$ cat config.mk
export PLATFORM = sky130hd
export DESIGN_NAME = cpu16_core
export DESIGN_NICKNAME = d
export VERILOG_FILES = /design/src/rtl/cpu16_pkg.sv /design/src/rtl/cpu16_decode.sv /design/src/rtl/cpu16_regfile.sv /design/src/rtl/cpu16_alu.sv /design/src/rtl/cpu16_core.sv
export SDC_FILE = /design/constraint.sdc
export NUM_CORES = 1
export LEC_CHECK = 0
export BUFFER_PORTS_ARGS = -buffer_cell sky130_fd_sc_hd__buf_2
export CAP_MARGIN = 20
export CORE_ASPECT_RATIO = 1.1
export CORE_UTILIZATION = 60
export CTS_BUF_LIST = sky130_fd_sc_hd__clkbuf_4 sky130_fd_sc_hd__clkbuf_8
export CTS_CLUSTER_SIZE = 12
export DETAILED_ROUTE_END_ITERATION = 16
export PLACE_DENSITY = 0.78
export SYNTH_ARGS = -nofsm -noshare
export SYNTH_HDL_FRONTEND = slang
export SYNTH_SLANG_ARGS = --single-unit
$ cat constraint.sdc
create_clock -name clk -period 5.8 [get_ports clk]
set_input_delay 0.58 -clock clk [delete_from_list [all_inputs] [get_ports clk]]
set_output_delay 0.58 -clock clk [all_outputs]
set_load 0.02 [all_outputs]
$ cat src/rtl/cpu16_pkg.sv
package cpu16_pkg;

   localparam int unsigned INSTR_W = 16;
   localparam int unsigned FIELD_W = 4;
   localparam int unsigned IMM_W   = 8;

   typedef enum logic [FIELD_W-1:0] {
      OP_NOP   = 4'h0,
      OP_LOAD  = 4'h1,
      OP_STORE = 4'h2,
      OP_ADD   = 4'h3,
      OP_CMP   = 4'hC,
      OP_BEQ   = 4'hD,
      OP_SET   = 4'hE
   } opcode_e;

   typedef struct packed {
      logic [FIELD_W-1:0] dst;
      logic [FIELD_W-1:0] srca;
      logic [FIELD_W-1:0] srcb;
      logic [IMM_W-1:0]   imm;
      logic               is_set;
      logic               is_load;
      logic               is_store;
      logic               is_add;
      logic               is_cmp;
      logic               is_beq;
   } dec_t;

endpackage

$ cat src/rtl/cpu16_decode.sv
module cpu16_decode
   import cpu16_pkg::*;
(
   input  logic [INSTR_W-1:0] instr,
   output dec_t               dec
);

   always_comb begin
      dec          = '0;
      dec.dst      = instr[11:8];
      dec.srca     = instr[7:4];
      dec.srcb     = instr[3:0];
      dec.imm      = instr[7:0];
      case (instr[15:12])
         OP_SET:   dec.is_set   = 1'b1;
         OP_LOAD:  dec.is_load  = 1'b1;
         OP_STORE: dec.is_store = 1'b1;
         OP_ADD:   dec.is_add   = 1'b1;
         OP_CMP:   dec.is_cmp   = 1'b1;
         OP_BEQ:   dec.is_beq   = 1'b1;
         default:  ;
      endcase
   end

endmodule

$ cat src/rtl/cpu16_regfile.sv
module cpu16_regfile #(
   parameter int unsigned XLEN   = 16,
   parameter int unsigned NREG   = 16,
   parameter int unsigned PC_REG = 14,
   localparam int unsigned SEL_W = $clog2(NREG)
) (
   input  logic             clk,
   input  logic             rst,
   input  logic [SEL_W-1:0] sel_d,
   input  logic [SEL_W-1:0] sel_a,
   input  logic [SEL_W-1:0] sel_b,
   input  logic             we,
   input  logic [XLEN-1:0]  wdata,
   input  logic [XLEN-1:0]  pc_next,
   output logic [XLEN-1:0]  val_d,
   output logic [XLEN-1:0]  val_a,
   output logic [XLEN-1:0]  val_b,
   output logic [XLEN-1:0]  pc
);

   logic [NREG-1:0][XLEN-1:0] q;

   for (genvar g = 0; g < NREG; g++) begin : g_reg
      localparam logic [SEL_W-1:0] IDX = SEL_W'(g);
      logic [XLEN-1:0] r;
      if (g == PC_REG) begin : g_pc
         always_ff @(posedge clk) begin
            if (rst) r <= '0;
            else     r <= pc_next;
         end
      end else begin : g_gp
         always_ff @(posedge clk) begin
            if (rst)                   r <= '0;
            else if (we && sel_d == IDX) r <= wdata;
         end
      end
      assign q[g] = r;
   end

   assign val_d = q[sel_d];
   assign val_a = q[sel_a];
   assign val_b = q[sel_b];
   assign pc    = q[PC_REG];

endmodule

$ cat src/rtl/cpu16_alu.sv
module cpu16_alu #(
   parameter int unsigned XLEN    = 16,
   parameter int unsigned PC_STEP = 2
) (
   input  logic [XLEN-1:0] val_d,
   input  logic [XLEN-1:0] val_a,
   input  logic [XLEN-1:0] val_b,
   input  logic [XLEN-1:0] pc,
   input  logic [7:0]      imm,
   output logic [XLEN-1:0] sum,
   output logic            equal,
   output logic [XLEN-1:0] pc_seq,
   output logic [XLEN-1:0] pc_rel,
   output logic [XLEN-1:0] imm_zx
);

   localparam int unsigned EXT_W = XLEN - 8;

   assign sum    = val_a + val_b;
   assign equal  = (val_d == val_a);
   assign pc_seq = pc + XLEN'(PC_STEP);
   assign pc_rel = pc + {{EXT_W{imm[7]}}, imm};
   assign imm_zx = {{EXT_W{1'b0}}, imm};

endmodule

$ cat src/rtl/cpu16_core.sv
module cpu16_core
   import cpu16_pkg::*;
#(
   parameter int unsigned XLEN    = 16,
   parameter int unsigned NREG    = 16,
   parameter int unsigned PC_REG  = 14,
   parameter int unsigned PC_STEP = 2
) (
   input  logic               clk,
   input  logic               rst,
   input  logic [INSTR_W-1:0] code_data,
   output logic [XLEN-1:0]    code_addr,
   output logic [XLEN-1:0]    data_addr,
   output logic [XLEN-1:0]    wr_data,
   input  logic [XLEN-1:0]    rd_data,
   output logic               wr_en
);

   localparam int unsigned SEL_W = $clog2(NREG);
   localparam logic [SEL_W-1:0] PC_IDX = SEL_W'(PC_REG);

   if (NREG != (1 << FIELD_W)) begin : g_bad_nreg
      $error("NREG must match the 4-bit register fields");
   end
   if (PC_REG >= NREG) begin : g_bad_pc
      $error("PC_REG must name an existing register");
   end
   if (XLEN < INSTR_W) begin : g_bad_xlen
      $error("XLEN must be at least the instruction width");
   end
   if (PC_STEP == 0) begin : g_bad_step
      $error("PC_STEP must be non-zero");
   end

   dec_t            dec;
   logic [XLEN-1:0] val_d, val_a, val_b, pc;
   logic [XLEN-1:0] sum, pc_seq, pc_rel, imm_zx;
   logic            equal;
   logic            eq_flag;
   logic            rf_we;
   logic [XLEN-1:0] rf_wdata;
   logic [XLEN-1:0] pc_next;

   cpu16_decode u_dec (
      .instr (code_data),
      .dec   (dec)
   );

   cpu16_regfile #(
      .XLEN   (XLEN),
      .NREG   (NREG),
      .PC_REG (PC_REG)
   ) u_rf (
      .clk     (clk),
      .rst     (rst),
      .sel_d   (dec.dst),
      .sel_a   (dec.srca),
      .sel_b   (dec.srcb),
      .we      (rf_we),
      .wdata   (rf_wdata),
      .pc_next (pc_next),
      .val_d   (val_d),
      .val_a   (val_a),
      .val_b   (val_b),
      .pc      (pc)
   );

   cpu16_alu #(
      .XLEN    (XLEN),
      .PC_STEP (PC_STEP)
   ) u_alu (
      .val_d  (val_d),
      .val_a  (val_a),
      .val_b  (val_b),
      .pc     (pc),
      .imm    (dec.imm),
      .sum    (sum),
      .equal  (equal),
      .pc_seq (pc_seq),
      .pc_rel (pc_rel),
      .imm_zx (imm_zx)
   );

   always_ff @(posedge clk) begin
      if (rst)             eq_flag <= 1'b0;
      else if (dec.is_cmp) eq_flag <= equal;
   end

   assign rf_we = dec.is_set | dec.is_add | dec.is_load;

   always_comb begin
      rf_wdata = imm_zx;
      if (dec.is_add)  rf_wdata = sum;
      if (dec.is_load) rf_wdata = rd_data;
   end

   always_comb begin
      if (rf_we && dec.dst == PC_IDX)  pc_next = rf_wdata;
      else if (dec.is_beq && eq_flag) pc_next = pc_rel;
      else                            pc_next = pc_seq;
   end

   assign code_addr = pc;
   assign data_addr = val_a;
   assign wr_data   = val_d;
   assign wr_en     = dec.is_store;

endmodule

==> impl_metrics.csv <==
group,metric,value,unit
status,status,"completed",
clocking,path_clk_slew,60,ps
synth,synth_edf_count,0,
worst_setup_path,critPathTopFamily,"compound AO/OA/AOI/OAI gates",
cells_and_area,postLayoutCellArea,18400,sq um
synth,synthArstFlopShare,0,%
job,drv_cap,0,
synth,yosysTopAreaCell,"mux4_2",
sta,final.setup.worst_slack,1290,ps
clocking,cts_resized,0,
clocking,postCtsHoldBufs,0,
cells_and_area,drive_above_1_share,27.0,%
global_route,grt_overflow_total,0,
routing,drc_errors,0,
sta,final_hold_viol_count,0,
hold_path,min_from,"code_data[12]",
floorplanning,die_h,177,um
global_route,grt.total_usage,40.9,%
worst_setup_path,reg2reg_from,"u_rf.pc[0]",
power_and_ir_drop,total_power,3930,uW
synth,synth_most_common_cell,"nand2_1",
placed_design,dp_hpwl,37.7,mm
worst_setup_path,critical_path_class,"in2reg",
sta,period_share,77.7,%
clocking,post_cts_buffers,0,
synth,ys_ff_latch,257,
worst_setup_path,critPathBufInv,3,
power_and_ir_drop,powerDensity,213,nW/um^2
placed_design,dp.cells,2067,
worst_setup_path,worstSetupStartpoint,"code_data[4]",
routing,wl_per_cell,26.6,um
floorplanning,start_util,61.5,%
worst_setup_path,path_max_fanout,24,
worst_setup_path,cp.arrival,4970,ps
placed_design,dpl-instance-area,17400,sq um
sta,tns,0,ps
worst_setup_path,regToRegSetupSlack,1450,ps
global_route,grt_pass1_vias,14883,
sta,slew_viol_final,0,
cells_and_area,syn_to_final_growth,10.2,%
global_route,antenna_found_initial,0,
sta,rsz0062_at_grt,"false",
worst_setup_path,crit_slowest_cell,"mux4_2",
clocking,cts_max_level,2,
synth,ys.flop_type,"dfxtp_1",
synth,synth_nets,1786,
sta,finalSetupViolCount,0,
floorplanning,rows,63,
synth,synth_common_cells,"nand2_1 (340), dfxtp_1 (257), mux4_2 (239), a21oi_1 (209), nor2_1 (111)",
cells_and_area,multiInputGateArea,10900,sq um
placed_design,gp_congestion,0.999,
sta,tightest_slew,1280,ps
clocking,clock_latency,580,ps
worst_setup_path,cp_data_required_time,6260,ps
global_route,grt_max_degree,105,
clocking,clockRootBuffer,"clkbuf_8",
worst_setup_path,critPathLaunchType,"input pin",
cells_and_area,nets,1828,
worst_setup_path,slowest_delay,550,ps
floorplanning,ioPinCount,83,
synth,synthCells,1719,
floorplanning,core_area,27200,sq um
placed_design,io_buffers,82,
clocking,clockBufferDepth,3,
routing,routed_via_density,7.15,
routing,vias,15396,
synth,ys_types,52,
synth,synth_area_leaders,"mux4_2 (32%), dfxtp_1 (31%), nand2_1 (7.6%)",
global_route,grt_first_pass_wirelength,87.0,mm
placed_design,dpl_worst_slack,829,ps
power_and_ir_drop,ir_drop,195,uV
floorplanning,die-area,28500,sq um
routing,dr.pass1.iters,8,
cells_and_area,seq_area,5140,sq um
sta,maxSlewHeadroom,14.2,%
worst_setup_path,endpoint_kind,"flop",
synth,syn_avg_cell_area,9.73,sq um
synth,synthDominantCellAreaShare,32.2,%
routing,routed_wirelength,57.2,mm
hold_path,min_path_type,"in2reg",
clocking,cts_tree,"built",
synth,syn_area,16700,sq um
sta,min_period,4510,ps
power_and_ir_drop,leakage,0.00657,uW
synth,ys_seq_area_share,30.8,%
routing,drt_iter0_drc,2224,
cells_and_area,fillers,2151,
sta,fin_skew,44.1,ps
worst_setup_path,crit_path_cell_trace,"buf_4, buf_4, mux4_2, mux4_2, ha_1, a211oi_1, o211ai_1, a21oi_1, o21bai_1, a21oi_1, xnor2_1, mux2i_1, buf_4, or3_1, a21oi_1",
clocking,numCtsBuffers,43,
sta,fmax,222,MHz
cells_and_area,instances_no_fill,2153,
synth,ys_warn_count,0,
floorplanning,fp.dieW,161,um
routing,antenna_left,0,
clocking,cts.sinks,257,
cells_and_area,diodes,0,
## path summary, 6_finish.rpt
kind                            cells after the start                   to
worst max register to register                     14  u_rf.g_reg[8].r[12]
worst max-delay path                               15  u_rf.g_reg[2].r[13]
worst min register to register                      2  u_rf.g_reg[2].r[11]
worst min-delay path                                4              eq_flag
## stage by stage
stage,hold slack (ps),util [%]
3_5_place_dp,469,64.0
6_report,478,67.7
5_1_grt,502,67.7
2_1_floorplan,453,-
4_1_cts,448,67.4
3_3_place_gp,461,64.0
## worst min-delay path: cells and delay by family
family | cells | cell delay [ps]
compound gates | 1 | 60
simple gates | 2 | 160
buf+inv | 1 | 170
## metal layers
layer / share of wire [%] / vias to the layer above / global-route usage, % / routed length (um)
met5: 0 / - / 0 / 0
met4: 6.5 / 0 / 25.8 / 3750
met3: 15 / 288 / 12.3 / 8590
met2: 44 / 1281 / 60.9 / 25400
met1: 34 / 7353 / 52.3 / 19500
li1: - / 6474 / - / -
## cell families after synthesis
logic type	count (synthesis)	share of synthesized area, %
AO/OA/AOI/OAI	355	11.8
XOR/XNOR	43	2.25
adder cells (fa/ha/maj)	33	2.56
buffers and inverters	162	4.13
flip-flops	257	30.8
multiplexers	248	32.7
AND/OR/NAND/NOR	621	15.8
## registers in the layout, summed over array words and instances (netlist names)
signal    count
u_rf.pc      16
u_rf.g.r    240
eq_flag       1
## final cells by class
type | instances | share of cell area, %
Clock buffer | 64 | 4.61
Clock inverter | 16 | 0.475
Inverter | 14 | 0.285
Multi-Input combinational cell | 1300 | 59.1
Sequential cell | 257 | 27.9
Tap cell | 357 | 2.42
Timing Repair Buffer | 145 | 5.13
## layout by cell type (no fill, tap or decap), types with 14 or more instances in the layout
cell      count
nand3_1      79
dfxtp_1     257
buf_4        60
o21ai_1      16
o21ai_0      70
a21oi_1     209
xnor2_1      18
or3_1        17
ha_1         31
buf_2        78
xor2_1       25
clkbuf_8     59
nor2_1      111
nor2b_1      14
mux4_2      239
nand2_1     340
nor3_1       21
## power by group
part           total (uW)  internal (uW)  switching (uW)
clock                1730            945             789
sequential           1790           1770            13.6
combinational         405            143             262
total                3930           2860            1070
(Power assumes the default switching activity.)
